[config.mk]
export PLATFORM = sky130hd
export DESIGN_NAME = ols_ced_dec
export DESIGN_NICKNAME = d
export VERILOG_FILES = /design/src/rtl/ols_pkg.sv /design/src/rtl/ols_syndrome.sv /design/src/rtl/ols_voter.sv /design/src/rtl/ols_pred.sv /design/src/rtl/ols_two_rail.sv /design/src/rtl/ols_ced_dec.sv
export SDC_FILE = /design/constraint.sdc
export NUM_CORES = 1
export LEC_CHECK = 0
export CAP_MARGIN = 20
export CORE_MARGIN = 1
export CORE_UTILIZATION = 55
export DETAILED_ROUTE_END_ITERATION = 10
export GPL_ROUTABILITY_DRIVEN = 0
export PLACE_DENSITY = 0.81
export SKIP_CTS_REPAIR_TIMING = 1
export SYNTH_ARGS = -nofsm -noshare
export SYNTH_HDL_FRONTEND = slang
export SYNTH_HIERARCHICAL = 1
export SYNTH_SLANG_ARGS = --single-unit
[constraint.sdc]
create_clock -name clk -period 3.7 [get_ports clk]
set_input_delay 0.74 -clock clk [delete_from_list [all_inputs] [get_ports clk]]
set_output_delay 0.74 -clock clk [all_outputs]
set_load 0.02 [all_outputs]
[src/rtl/ols_pkg.sv]
package ols_pkg;

  // Row index within group g of the check bit that covers data position pos.
  function automatic int grp_row(input int g, input int pos, input int m);
    int r;
    int cl;
    r  = pos / m;
    cl = pos % m;
    if (g == 0)      return r;
    else if (g == 1) return cl;
    else             return (cl + (g - 1) * r) % m;
  endfunction

endpackage

[src/rtl/ols_syndrome.sv]
module ols_syndrome
  import ols_pkg::*;
#(
  parameter int T = 2,
  parameter int M = 3
) (
  input  logic [M*M-1:0]   u,
  input  logic [2*T*M-1:0] c,
  output logic [2*T*M-1:0] syn,
  output logic [2*T-1:0]   cpar,
  output logic [2*T-1:0]   spar
);
  localparam int K = M * M;
  localparam int G = 2 * T;

  for (genvar g = 0; g < G; g++) begin : g_grp
    for (genvar j = 0; j < M; j++) begin : g_bit
      logic acc;
      always_comb begin
        acc = c[g*M+j];
        for (int pos = 0; pos < K; pos++) begin
          if (grp_row(g, pos, M) == j) acc = acc ^ u[pos];
        end
      end
      assign syn[g*M+j] = acc;
    end
    assign cpar[g] = ^c[g*M +: M];
    assign spar[g] = ^syn[g*M +: M];
  end

endmodule

[src/rtl/ols_voter.sv]
module ols_voter
  import ols_pkg::*;
#(
  parameter int T = 2,
  parameter int M = 3
) (
  input  logic [2*T*M-1:0] syn,
  output logic [M*M-1:0]   err
);
  localparam int K = M * M;
  localparam int G = 2 * T;

  // One independent voter per data bit; no logic is shared between voters.
  for (genvar pos = 0; pos < K; pos++) begin : g_vote
    logic [G-1:0] votes;
    for (genvar g = 0; g < G; g++) begin : g_tap
      assign votes[g] = syn[g*M + grp_row(g, pos, M)];
    end
    assign err[pos] = ($countones(votes) > T);
  end

endmodule

[src/rtl/ols_pred.sv]
module ols_pred #(
  parameter int T = 2
) (
  input  logic [2*T-1:0] cpar,
  input  logic [2*T-1:0] spar,
  output logic           roth1
);
  int  n_syn;
  int  n_chk;
  logic tie;
  logic maj;

  always_comb begin
    n_syn = $countones(spar);
    n_chk = $countones(cpar);
    tie   = (n_syn == T);
    maj   = (n_chk > T);
    roth1 = tie ? (cpar[0] ^ spar[0]) : maj;
  end

endmodule

[src/rtl/ols_two_rail.sv]
module ols_two_rail (
  input  logic a0,
  input  logic a1,
  input  logic b0,
  input  logic b1,
  output logic z0,
  output logic z1
);
  assign z0 = (a0 & b0) | (a1 & b1);
  assign z1 = (a0 & b1) | (a1 & b0);
endmodule

[src/rtl/ols_ced_dec.sv]
module ols_ced_dec #(
  parameter int T        = 2,
  parameter int M        = 3,
  parameter bit PIPE_CHK = 1'b1
) (
  input  logic             clk,
  input  logic             rst,
  input  logic [M*M-1:0]   u_in,
  input  logic [2*T*M-1:0] c_in,
  output logic [M*M-1:0]   v_out,
  output logic             r1,
  output logic             r2
);
  localparam int K  = M * M;
  localparam int G  = 2 * T;
  localparam int NC = G * M;

  logic [NC-1:0] syn;
  logic [G-1:0]  cpar;
  logic [G-1:0]  spar;
  logic [K-1:0]  err_pat;
  logic [K-1:0]  v_raw;

  ols_syndrome #(.T(T), .M(M)) u_syn (
    .u(u_in), .c(c_in), .syn(syn), .cpar(cpar), .spar(spar)
  );

  ols_voter #(.T(T), .M(M)) u_vote (
    .syn(syn), .err(err_pat)
  );

  assign v_raw = u_in ^ err_pat;

  always_ff @(posedge clk) begin
    if (rst) v_out <= '0;
    else     v_out <= v_raw;
  end

  // Signals feeding the parity prediction and the output parity tree.
  logic [G-1:0] cp_s;
  logic [G-1:0] sp_s;
  logic [K-1:0] vv_s;

  if (PIPE_CHK) begin : g_pipe
    logic [G-1:0] cpar_q;
    logic [G-1:0] spar_q;
    always_ff @(posedge clk) begin
      if (rst) begin
        cpar_q <= '0;
        spar_q <= '0;
      end else begin
        cpar_q <= cpar;
        spar_q <= spar;
      end
    end
    assign cp_s = cpar_q;
    assign sp_s = spar_q;
    assign vv_s = v_out;
  end else begin : g_flat
    assign cp_s = cpar;
    assign sp_s = spar;
    assign vv_s = v_raw;
  end

  logic rsyn1;
  logic rsyn2;
  logic roth1;
  logic roth2;
  logic z0;
  logic z1;

  assign rsyn1 = ^cp_s;
  assign rsyn2 = ^sp_s;
  assign roth2 = ^vv_s;

  ols_pred #(.T(T)) u_pred (
    .cpar(cp_s), .spar(sp_s), .roth1(roth1)
  );

  ols_two_rail u_merge (
    .a0(rsyn1), .a1(~rsyn2), .b0(roth1), .b1(~roth2), .z0(z0), .z1(z1)
  );

  always_ff @(posedge clk) begin
    if (rst) begin
      r1 <= 1'b0;
      r2 <= 1'b1;
    end else begin
      r1 <= z0;
      r2 <= z1;
    end
  end

endmodule

==> flow_metrics.env <==
export IMPL_status="finished, final reports clean"
export IMPL_reg2regPathDepth=9
export IMPL_synth_area_leaders="xnor2_1, ha_1, dfxtp_1"
export IMPL_grt_max_degree=20
export IMPL_hpwl_microns=3640
export IMPL_layout_commonest_cell="xnor2_1"
export IMPL_finalSetupViolCount=0
export IMPL_drtAntennaViolNets=0
export IMPL_final_cell_mix="xnor2_1, inv_1, clkdlybuf4s50_1"
export IMPL_relSlewSlack=0.530
export IMPL_port_buffers=33
export IMPL_synth_seq_cells=19
export IMPL_criticalPathCategory="input port to flip-flop"
export IMPL_finalCriticalPeriod_ns=3.42
export IMPL_groute_usage_overall=0.230
export IMPL_power_density_nw_per_um2=686
export IMPL_skew_ns=0.00564
export IMPL_cts_buffer_depth=2
export IMPL_drt_pass1_iterations=4
export IMPL_die_width_microns=65.6
export IMPL_yosysWarnings=6
export IMPL_grt_pass1_vias=1681
export IMPL_ctsHtreeMaxLevel=1
export IMPL_worstPathMaxFanout=5
export IMPL_drc=0
export IMPL_cts_root_buf="clkbuf_8"
export IMPL_fillCellCount=315
export IMPL_synth_area_per_cell_sq_um=9.30
export IMPL_power_mw=1.77
export IMPL_p_leak_nw=1.22
export IMPL_viasPerCell=4.88
export IMPL_r2r_end="r2"
export IMPL_fmax_ghz=0.292
export IMPL_min_to="r2"
export IMPL_placementRows=22
export IMPL_synth_top_area_frac=0.197
export IMPL_worst_pin_slew_ns=0.703
export IMPL_cp_end_kind="flip-flop"
export IMPL_hold_depth=4
export IMPL_drive_gt1_frac=0.0530
export IMPL_clkTransAtPathRegs_ns=0.08
export IMPL_areaGrowthSynthToFinish_pct=16.3
export IMPL_synth_top_area_cell="xnor2_1"
export IMPL_yosysUniqueCellTypes=21
export IMPL_irDropWorstVdd_v=0.000249
export IMPL_finalHoldViolations=0
export IMPL_cts_tree="yes"
export IMPL_rsz0062_at_grt="false"
export IMPL_cp_arrival_ns=3.55
export IMPL_pin_count=34
export IMPL_die_h_microns=65.6
export IMPL_grt_pass1_wl_microns=7370
export IMPL_numCtsBuffers=3
export IMPL_initial_utilization=0.590
export IMPL_wl_microns=4180
export IMPL_syn_instance_count=239
export IMPL_drt_wirelength_per_cell_microns=13.4
export IMPL_grt_overflow=0
export IMPL_route_vias_total=1522
export IMPL_n_antenna_cell=0
export IMPL_drv_cap=0
export IMPL_critPathLaunchType="input port"
export IMPL_clk_latency_ns=0.26
export IMPL_antenna_found_initial=0
export IMPL_rr_startpoint="g_pipe.spar_q[0]"
export IMPL_clock_sinks=19
export IMPL_hold_path_class="flip-flop to flip-flop"
export IMPL_synth_seq_area_share=0.171
export IMPL_cp_required_ns=3.83
export IMPL_finalMaxSlewViolations=0
export IMPL_drt_initial_drc_count=52
export IMPL_syn_area_sq_um=2220
export IMPL_min_from="g_pipe.spar_q[3]"
export IMPL_dieArea_sq_um=4300
export IMPL_timing_final_crit_share=0.924
export IMPL_core_area_sq_um=3770
export IMPL_finalNetCount=331
export IMPL_reg2reg_setup_slack_ns=1.22
export IMPL_syn_nets=305
export IMPL_tns_ns=0
## worst max-delay path by stage
stage / slack [ns] / startpoint / endpoint / cells after the start
floorplan: 0.72 / u_in[4] / v_out[3] / 14
global placement: 0.05 / u_in[4] / v_out[3] / 13
detailed placement: 0.02 / u_in[2] / v_out[2] / 13
CTS: 0.28 / u_in[1] / v_out[2] / 13
global route: 0.09 / u_in[2] / v_out[2] / 13
finish: 0.28 / u_in[1] / v_out[2] / 13
## layer usage
metal	GRT usage	share of wire
met1	0.269	0.44
met4	0.0842	0.022
met3	0.0399	0.044
met2	0.415	0.49
met5	0	0
## flip-flops by register name, indices dropped and copies added, names as in the netlist
name,count
g_pipe.spar_q,4
r2,1
r1,1
cp_s,4
v_out,9
## through the flow
stage	hold slack [ns]	util	cells	worst slack, ns	instance area [sq um]
5_1_grt	0.899	0.686	312	0.0912	2590
3_5_place_dp	0.836	0.674	308	0.0162	2540
6_report	0.846	0.686	312	0.280	2590
3_3_place_gp	0.809	0.674	308	0.0522	2540
4_1_cts	0.855	0.686	312	0.276	2590
2_1_floorplan	0.782	-	239	0.717	2220
## worst max-delay path, cell delays in order
cell and delay (ns):
clkdlybuf4s50_1 0.64, xnor2_1 0.15, xnor2_1 0.29, inv_1 0.15, fa_1 0.55, inv_1 0.05
ha_1 0.20, inv_1 0.06, ha_1 0.22, nor3b_2 0.15, nor2_1 0.12, xnor2_1 0.17
nor2_1 0.07
## power by group
part           internal (mW)  switching [mW]  leakage, nW
Sequential             0.284          0.0535        0.158
Combinational          0.681           0.608         1.03
Clock                 0.0750          0.0735       0.0255
Total                   1.04           0.735         1.22
## cell families (layout without fill, tap and decap cells)
family | count (synthesis) | after routing | share of synthesized area
AND/OR/NAND/NOR | 32 | 32 | 0.0771
buffers and inverters | 64 | 89 | 0.131
adder cells (fa/ha/maj) | 43 | 43 | 0.279
XOR/XNOR | 71 | 71 | 0.313
flip-flops | 19 | 19 | 0.171
AO/OA/AOI/OAI | 9 | 9 | 0.0236
multiplexers | 1 | 1 | 0.00506
## cell usage after synthesis
cell	count
xor3_1	4
a21oi_1	5
fa_1	11
xnor2_1	50
nor2b_1	9
xor2_1	16
nor2_1	18
a22o_1	2
xnor3_1	1
dfxtp_1	19
nand2_1	1
o21ai_0	2
mux2_1	1
nor3b_2	3
inv_1	46
clkbuf_2	3
or2_2	1
clkbuf_1	1
ha_1	32
buf_2	2
buf_4	12
## area by class of cell
cell class,instances,area [sq um],area share
clock inverter,1,5.00,0.00194
multi-input combinational,156,1550,0.600
clock buffer,3,41.3,0.0160
sequential,19,380,0.147
inverter,46,173,0.0668
timing repair buffer,39,375,0.145
tap,48,60.1,0.0232
No activity file was read; power rests on OpenSTA's default activity.
